## src/rtl/tmr_pkg.sv

```systemverilog
package tmr_pkg;
  localparam int unsigned EN_BIT  = 0;
  localparam int unsigned PER_BIT = 1;

  typedef enum logic [1:0] {
    SEL_CNT  = 2'd0,
    SEL_CFG  = 2'd1,
    SEL_REM  = 2'd2,
    SEL_NONE = 2'd3
  } rd_sel_e;
endpackage

```

## src/rtl/tmr_free_counter.sv

```systemverilog
module tmr_free_counter #(
  parameter int unsigned CNT_W = 64
) (
  input  logic             clk_i,
  input  logic             rst_ni,
  input  logic             tick_i,
  output logic [CNT_W-1:0] cnt_o
);
  logic [CNT_W-1:0] cnt_q;

  always_ff @(posedge clk_i or negedge rst_ni) begin
    if (!rst_ni)     cnt_q <= '0;
    else if (tick_i) cnt_q <= cnt_q + 1'b1;
  end

  assign cnt_o = cnt_q;

  a_r2_step: assert property (@(posedge clk_i) disable iff (!rst_ni)
    tick_i |=> cnt_q == $past(cnt_q) + 1'b1);
  a_r2_hold: assert property (@(posedge clk_i) disable iff (!rst_ni)
    !tick_i |=> $stable(cnt_q));
endmodule

```

## src/rtl/tmr_countdown.sv

```systemverilog
module tmr_countdown
  import tmr_pkg::*;
#(
  parameter int unsigned CFG_W    = 64,
  parameter int unsigned INIT_MSB = 47,
  parameter int unsigned INIT_LSB = 2
) (
  input  logic                  clk_i,
  input  logic                  rst_ni,
  input  logic                  tick_i,
  input  logic                  wr_en_i,
  input  logic [CFG_W-1:0]      wr_data_i,
  output logic [CFG_W-1:0]      cfg_o,
  output logic [INIT_MSB:0]     rem_o,
  output logic                  expire_o
);
  localparam int unsigned REM_W = INIT_MSB + 1;
  localparam logic [REM_W-1:0] LOW_MASK = {{(REM_W-INIT_LSB){1'b1}}, {INIT_LSB{1'b0}}};

  logic [CFG_W-1:0] cfg_q;
  logic [REM_W-1:0] rem_q;
  logic [REM_W-1:0] start_cnt;
  logic             run;

  assign start_cnt = cfg_q[REM_W-1:0] & LOW_MASK;
  assign run       = tick_i && cfg_q[EN_BIT] && !wr_en_i;
  // write takes priority: a tick in the write cycle does not count
  assign expire_o  = run && (rem_q == '0);

  always_ff @(posedge clk_i or negedge rst_ni) begin
    if (!rst_ni) begin
      cfg_q <= '0;
      rem_q <= '0;
    end else if (wr_en_i) begin
      cfg_q <= wr_data_i;
      if (wr_data_i[EN_BIT]) rem_q <= wr_data_i[REM_W-1:0] & LOW_MASK;
    end else if (run) begin
      if (rem_q != '0)           rem_q <= rem_q - 1'b1;
      else if (cfg_q[PER_BIT])   rem_q <= start_cnt;
      else                       cfg_q[EN_BIT] <= 1'b0;
    end
  end

  assign cfg_o = cfg_q;
  assign rem_o = rem_q;

  a_r4_restart: assert property (@(posedge clk_i) disable iff (!rst_ni)
    (wr_en_i && wr_data_i[EN_BIT]) |=>
      rem_q == ($past(wr_data_i[REM_W-1:0]) & LOW_MASK));
  a_r5_decrement: assert property (@(posedge clk_i) disable iff (!rst_ni)
    (tick_i && cfg_q[EN_BIT] && !wr_en_i && rem_q != '0) |=>
      rem_q == $past(rem_q) - 1'b1);
  a_r6_stopped: assert property (@(posedge clk_i) disable iff (!rst_ni)
    (!cfg_q[EN_BIT] && !wr_en_i) |=> $stable(rem_q) && $stable(cfg_q));
  a_r7_reload: assert property (@(posedge clk_i) disable iff (!rst_ni)
    (expire_o && cfg_q[PER_BIT]) |=> cfg_q[EN_BIT] && rem_q == ($past(cfg_q[REM_W-1:0]) & LOW_MASK));
  a_r8_oneshot: assert property (@(posedge clk_i) disable iff (!rst_ni)
    (expire_o && !cfg_q[PER_BIT]) |=>
      !cfg_q[EN_BIT] && cfg_q[CFG_W-1:1] == $past(cfg_q[CFG_W-1:1]));
endmodule

```

## src/rtl/tmr_irq.sv

```systemverilog
module tmr_irq (
  input  logic clk_i,
  input  logic rst_ni,
  input  logic expire_i,
  input  logic clr_i,
  output logic irq_o
);
  logic irq_q;

  always_ff @(posedge clk_i or negedge rst_ni) begin
    if (!rst_ni)       irq_q <= 1'b0;
    else if (expire_i) irq_q <= 1'b1;   // set wins over clear
    else if (clr_i)    irq_q <= 1'b0;
  end

  assign irq_o = irq_q;

  a_r9_set: assert property (@(posedge clk_i) disable iff (!rst_ni)
    expire_i |=> irq_q);
  a_r9_sticky: assert property (@(posedge clk_i) disable iff (!rst_ni)
    (irq_q && !clr_i) |=> irq_q);
  a_r9_clear: assert property (@(posedge clk_i) disable iff (!rst_ni)
    (clr_i && !expire_i) |=> !irq_q);
  a_r10_collide: assert property (@(posedge clk_i) disable iff (!rst_ni)
    (clr_i && expire_i) |=> irq_q);
endmodule

```

## src/rtl/core_tick_timer.sv

```systemverilog
module core_tick_timer
  import tmr_pkg::*;
#(
  parameter int unsigned CNT_W    = 64,
  parameter int unsigned CFG_W    = 64,
  parameter int unsigned INIT_MSB = 47,
  parameter int unsigned INIT_LSB = 2
) (
  input  logic        clk_i,
  input  logic        rst_ni,
  input  logic        tick_i,
  input  logic        wr_en_i,
  input  logic [63:0] wr_data_i,
  input  logic [1:0]  rd_sel_i,
  output logic [63:0] rd_data_o,
  input  logic        irq_clr_i,
  output logic        irq_o
);
  localparam int unsigned REM_W = INIT_MSB + 1;

  logic [CNT_W-1:0] cnt;
  logic [CFG_W-1:0] cfg;
  logic [REM_W-1:0] rem;
  logic             expire;

  tmr_free_counter #(.CNT_W(CNT_W)) u_cnt (
    .clk_i  (clk_i),
    .rst_ni (rst_ni),
    .tick_i (tick_i),
    .cnt_o  (cnt)
  );

  tmr_countdown #(.CFG_W(CFG_W), .INIT_MSB(INIT_MSB), .INIT_LSB(INIT_LSB)) u_cd (
    .clk_i     (clk_i),
    .rst_ni    (rst_ni),
    .tick_i    (tick_i),
    .wr_en_i   (wr_en_i),
    .wr_data_i (wr_data_i[CFG_W-1:0]),
    .cfg_o     (cfg),
    .rem_o     (rem),
    .expire_o  (expire)
  );

  tmr_irq u_irq (
    .clk_i    (clk_i),
    .rst_ni   (rst_ni),
    .expire_i (expire),
    .clr_i    (irq_clr_i),
    .irq_o    (irq_o)
  );

  always_comb begin
    rd_data_o = '0;
    unique case (rd_sel_e'(rd_sel_i))
      SEL_CNT:  rd_data_o[CNT_W-1:0] = cnt;
      SEL_CFG:  rd_data_o[CFG_W-1:0] = cfg;
      SEL_REM:  rd_data_o[REM_W-1:0] = rem;
      SEL_NONE: rd_data_o = '0;
      default:  rd_data_o = '0;
    endcase
  end

  a_r11_none_zero: assert property (@(posedge clk_i) disable iff (!rst_ni)
    (rd_sel_i == 2'd3) |-> rd_data_o == '0);
endmodule

```

## config.mk

```make
export PLATFORM = sky130hd
export DESIGN_NAME = core_tick_timer
export DESIGN_NICKNAME = d
export VERILOG_FILES = /design/src/rtl/tmr_pkg.sv /design/src/rtl/tmr_free_counter.sv /design/src/rtl/tmr_countdown.sv /design/src/rtl/tmr_irq.sv /design/src/rtl/core_tick_timer.sv
export SDC_FILE = /design/constraint.sdc
export NUM_CORES = 1
export LEC_CHECK = 0
export ABC_AREA = 1
export CORE_ASPECT_RATIO = 1.25
export CORE_MARGIN = 4
export CORE_UTILIZATION = 57
export CTS_BUF_LIST = sky130_fd_sc_hd__clkbuf_16
export DETAILED_ROUTE_END_ITERATION = 10
export HOLD_SLACK_MARGIN = 0.12
export PLACE_DENSITY = 0.79
export SYNTH_ARGS = -nofsm -noshare
export SYNTH_HDL_FRONTEND = slang
export SYNTH_SLANG_ARGS = --single-unit
```

## constraint.sdc

```tcl
create_clock -name clk_i -period 2.05 [get_ports clk_i]
set_input_delay 0.41 -clock clk_i [delete_from_list [all_inputs] [get_ports clk_i]]
set_output_delay 0.41 -clock clk_i [all_outputs]
set_load 0.1 [all_outputs]
```

# Yosys cells after proc, flatten, opt, wreduce, memory -nomap -nowiden
# Cells that the tools add are included.
# classes
eq_ne	6
addsub	2
reduce_logical	12
muxes	13
# op_table
cell	count
two-way mux 48 bit	5
one-hot mux 48 bit (4 select lines)	1
adder 64 x 1 -> 64 bit (second input constant)	1
zero test 48 bit	1
nonzero test 48 bit	1
subtractor 48 x 1 -> 48 bit (second input constant)	1
one-hot mux 16 bit (2 select lines)	1
two-way mux 1 bit	6
AND reduction 3 bit	2
equality test 2 bit (second input constant)	2
inequality test 2 bit (second input constant)	2
nonzero test 2 bit	2
logical AND 1 bit	3
nonzero test 3 bit	1
equality test 2 x 1 -> 1 bit (second input constant)	1
zero test 2 bit	1
inequality test 2 x 1 -> 1 bit (second input constant)	1
zero test 1 bit	1
# totals
register_bits	177
elab_cells	38

# Depth between registers and ports, before layout
# depth
word_depth	4
ltp_mapped	15

# Hierarchy
# A second synthesis with hierarchy kept.
# hier_totals
hier_cells	1743
hier_area_um2	11614.9
# modules_own_cells
mod	area_each_um2	instances	cells_per_inst
tmr_countdown	6535.0	1	965
tmr_free_counter	3769.9	1	500
core_tick_timer	1270.0	1	273
tmr_irq	40.0	1	5

# Worst setup path after synthesis
# OpenSTA, ideal clock, no wires.
# synth_path
path_kind	input -> output
from	input port rd_sel_i[1]
to	output port rd_data_o[21]
stages	4
arrival_time_ns	2.660
slack_ns	-1.020
cell_sequence	nor2_1 inv_2 clkbuf_1 o221ai_1
# synth_via
elab_chain_cells	2
# synth_lines
item	line_no	text
from (decl)	core_tick_timer.sv:14	input logic [1:0] rd_sel_i,
equality test 2 bit, or another cell as far along	core_tick_timer.sv:54	unique case (rd_sel_e'(rd_sel_i))
one-hot mux 48 bit (4 select lines) (*)	core_tick_timer.sv:54	
to (decl)	core_tick_timer.sv:15	output logic [63:0] rd_data_o,
# Every way passes the cells marked *; elsewhere a longest branch is shown, timed or not.

# Worst setup path after layout
# layout_path
from	register u_cd.rem_q[1], in the netlist u_cd.rem_o[1]
to	register u_cd.rem_q[28], in the netlist u_cd.rem_o[28]
# layout_via
elab_chain_cells	4
# layout_lines
item	line_no	text
from (decl)	tmr_countdown.sv:21	logic [REM_W-1:0] rem_q;
from (signal assigned)	tmr_countdown.sv:36	if (wr_data_i[EN_BIT]) rem_q <= wr_data_i[REM_W-1:0] & LOW_MASK;
from (signal assigned)	tmr_countdown.sv:38	if (rem_q != '0) rem_q <= rem_q - 1'b1;
from (signal assigned)	tmr_countdown.sv:39	else if (cfg_q[PER_BIT]) rem_q <= start_cnt;
subtractor 48 x 1 -> 48 bit or nonzero test 48 bit (tied branches)	tmr_countdown.sv:38	
two-way mux 48 bit	tmr_countdown.sv:38	
two-way mux 48 bit	tmr_countdown.sv:37	end else if (run) begin
two-way mux 48 bit	tmr_countdown.sv:34	end else if (wr_en_i) begin
# Parallel ways exist; a longest one is shown, timed or not. The select of a mux whose other input is x is not followed.
# A chain may end at the register's enable or synchronous reset.

==> results.tsv <==
stage	metric	value	unit
drt	drtIter0Drc	1771	
grt	grt-ovfl-total	0	
logic_synthesis	synth_area_per_cell	6.74	µm²
final_layout	drive_above_1_share	0.234	
logic_synthesis	syn_inst	1693	
logic_synthesis	synth_cell_types	36	
logic_synthesis	synth_compound_area_frac	0.109	
floorplanning	die_h	166	µm
grt	antenna_found_initial	0	
min_path	hold_start	wr_en_i	
timing	finClkSkew	0.0139	ns
clock_tree	ctsLongestPathBuffers	2	
worst_setup_path	timing.rr.end	u_cd.rem_o[28]	
final_layout	nets	2058	
drt	finalWirelength	47500	µm
floorplanning	initial_utilization	0.584	
logic_synthesis	netlist.area_leader.share	0.388	
grt	grt_max_degree	139	
drt	dr_total_vias	13700	
logic_synthesis	yosysWarnings	0	
timing	rsz0062_at_grt	true	
logic_synthesis	ys_ff_latch	177	
clock_tree	clock_latency	0.45	ns
worst_setup_path	cp_cell_sequence	inv_2 -> ha_1 -> buf_4 -> nand3_1 -> nor2_1 -> nand2_2 -> o21ai_0 -> nand3_1 -> nand2_1 -> nand2_1 -> nand2_1 -> nand2_1	
floorplanning	die-area	22400	µm²
logic_synthesis	netlist_top_cells_area	dfrtp_1 39%, nand2_1 19%, inv_1 7.5%	
drt	ant_nets	0	
logic_synthesis	synth-seq-area-share	0.388	
logic_synthesis	synthXorXnorAreaFrac	0.0461	
timing	setup_violations	25	
grt	grt_pass1_vias	13400	
power_and_ir_drop	p_leak	8.12	nW
floorplanning	design.portCount	136	
worst_setup_path	cp-start-kind	flop	
worst_setup_path	cpPeakStageDelay	0.41	ns
timing	post-route-period-util	1.05	
worst_setup_path	crit_arrival	2.50	ns
floorplanning	rows	57	
worst_setup_path	cp_slowest_cell	dfrtp_1	
logic_synthesis	synth-simple-area-share	0.350	
worst_setup_path	regToRegSetupSlack	-0.11	ns
logic_synthesis	synthesis.nets	1767	
final_layout	n_antenna_cell	0	
worst_setup_path	worstPathMaxFanout	3	
min_path	min_to	u_cd.cfg_o[61]	
clock_tree	clock_sinks	177	
floorplanning	fp.dieW	135	µm
logic_synthesis	synth_fa_ha_area_frac	0.00329	
timing	slew_headroom	0.629	
drt	routed_via_density	6.07	
timing	slew_violations	0	
worst_setup_path	crit_type	reg2reg	
clock_tree	tritoncts	done	
clock_tree	cts_max_level	4	
drt	drc	0	
logic_synthesis	synth_top_area_cell	dfrtp_1	
grt	grt_usage	0.399	
run	drv_cap	0	
timing	min_period	2.16	ns
worst_setup_path	critPathMostFrequentCell	nand2_1	
logic_synthesis	synth_area	11400	µm²
worst_setup_path	r2r_start	u_cd.rem_o[1]	
timing	fin_tns_setup	-0.671	ns
worst_setup_path	endpoint_kind	flop	
clock_tree	root_buffer	clkbuf_16	
outcome	status	finished, violations left	
placement	io_buffers	135	
floorplanning	coreArea	19500	µm²
timing	hold_viol	0	
timing	worst_pin_slew	0.557	ns
power_and_ir_drop	p_per_area	826	nW/µm²
placement	dp_hpwl	32200	µm
final_layout	area_growth	49.5	%
worst_setup_path	r2r_cells	12	
clock_tree	cts_made_buffers	17	
drt	drt-pass1-iter-count	6	
timing	max_freq	0.463	GHz
timing	setup_ws	-0.112	ns
grt	grt_pass1_wl	70400	µm
min_path	hp-class	in2reg	
worst_setup_path	crit_required	2.38	ns
power_and_ir_drop	irDropWorstVdd	0.000727	V
placement	gp_congestion	0.963	
clock_tree	clkTransAtPathRegs	0.07	ns
logic_synthesis	synth_top_family_by_area	simple AND/OR/NAND/NOR gates	
timing	whs	0.327	ns
outcome	failed_checks	negative setup slack	
logic_synthesis	synth_mux_area_frac	0	
drt	wl_per_cell	21.0	µm
min_path	whs_path_depth	2	
[stage by stage]
step	util	std cells	power [W]	instance area (µm²)	setup slack [ns]
2_1_floorplan	-	1693	0.00772	12300	-0.603
3_3_place_gp	0.798	2185	0.00976	15600	-0.343
3_5_place_dp	0.798	2185	0.00990	15600	-0.335
4_1_cts	0.846	2232	0.0134	16500	-0.0325
5_1_grt	0.873	2261	0.0146	17100	-0.204
6_report	0.873	2261	0.0141	17100	-0.112
[cell usage after synthesis, drive strengths merged]
cell type and count:
nor4 4, dfrtp 177, nand4 24, xor2 54, a21oi 12, inv 232
nor3 42, nand3 111, o221ai 39, clkbuf 28, nor2 176, nand2 590
ha 3, and2 4, or2 1, o22ai 18, o21bai 1, o21ai 127
o21a 1, xnor2 6, nand3b 4, o211ai 9, a22oi 1, buf 29
[state kept, by name, indices dropped and copies added (netlist names)]
register     flops
u_irq.irq_o      1
u_cd.rem_o      48
u_cd.cfg_o      64
u_cnt.cnt_o     64
[layout by cell type (no fill, tap or decap), types with 23 or more instances in the layout]
master and count:
buf_12 87, buf_4 159, clkdlybuf4s50_1 66, dfrtp_1 154
dfrtp_2 23, inv_1 228, nand2_1 562, nand2_2 25
nand3_1 106, nand4_1 24, nor2_1 129, nor2_2 30
nor3_1 30, o21ai_0 92, o21ai_1 35, o221ai_4 34
xor2_1 54
[layout make-up]
type	count	area (µm²)
Clock inverter	14	163
Tap cell	265	332
Timing Repair Buffer	329	3840
Fill cell	1002	2490
Clock buffer	17	425
Multi-Input combinational cell	1227	6940
Sequential cell	177	4460
Inverter	232	891
[cells by family after synthesis]
group / after synthesis
AO/OA/AOI/OAI: 208
flip-flops: 177
XOR/XNOR: 60
adder cells (fa/ha/maj): 3
AND/OR/NAND/NOR: 956
buffers and inverters: 289
[worst max path at each step]
stage | startpoint | endpoint | slack (ns)
floorplan | rd_sel_i[0] | rd_data_o[18] | -0.60
global placement | rd_sel_i[0] | rd_data_o[18] | -0.34
detailed placement | rd_sel_i[0] | rd_data_o[32] | -0.34
CTS | rd_sel_i[0] | rd_data_o[42] | -0.03
global route | u_cd.rem_o[21] | u_cd.rem_o[39] | -0.20
finish | u_cd.rem_o[1] | u_cd.rem_o[28] | -0.11
[metal layers]
metal | share of wire | up-vias | track usage
li1 | - | 5967 | -
met1 | 0.34 | 6329 | 0.476
met2 | 0.48 | 1053 | 0.663
met3 | 0.10 | 381 | 0.0682
met4 | 0.084 | 0 | 0.253
met5 | 0 | - | 0
[worst max-delay path, delay by kind of cell (launching register included)]
kind / cells / cell delay, ns
adder cells (fa/ha/maj): 1 / 0.19
AO/OA/AOI/OAI: 1 / 0.28
flip-flops: 1 / 0.41
AND/OR/NAND/NOR: 8 / 0.96
buffers and inverters: 2 / 0.22
[power breakdown]
group / internal (W) / switching (W)
Sequential: 0.00395 / 0.000550
Combinational: 0.00233 / 0.00386
Clock: 0.00191 / 0.00150
[what timing repair did]
item / 4_1_cts / 5_1_grt
gates resized for setup: 38 / 98
setup endpoints to repair: 108 / 126
endpoints found under the hold margin: 33 / 0
pin swaps: 11 / 25
hold buffers: 1 / 0
buffers inserted: 11 / 31
cloned: 4 / 1
Note: power is estimated with default switching activity, not from simulation.
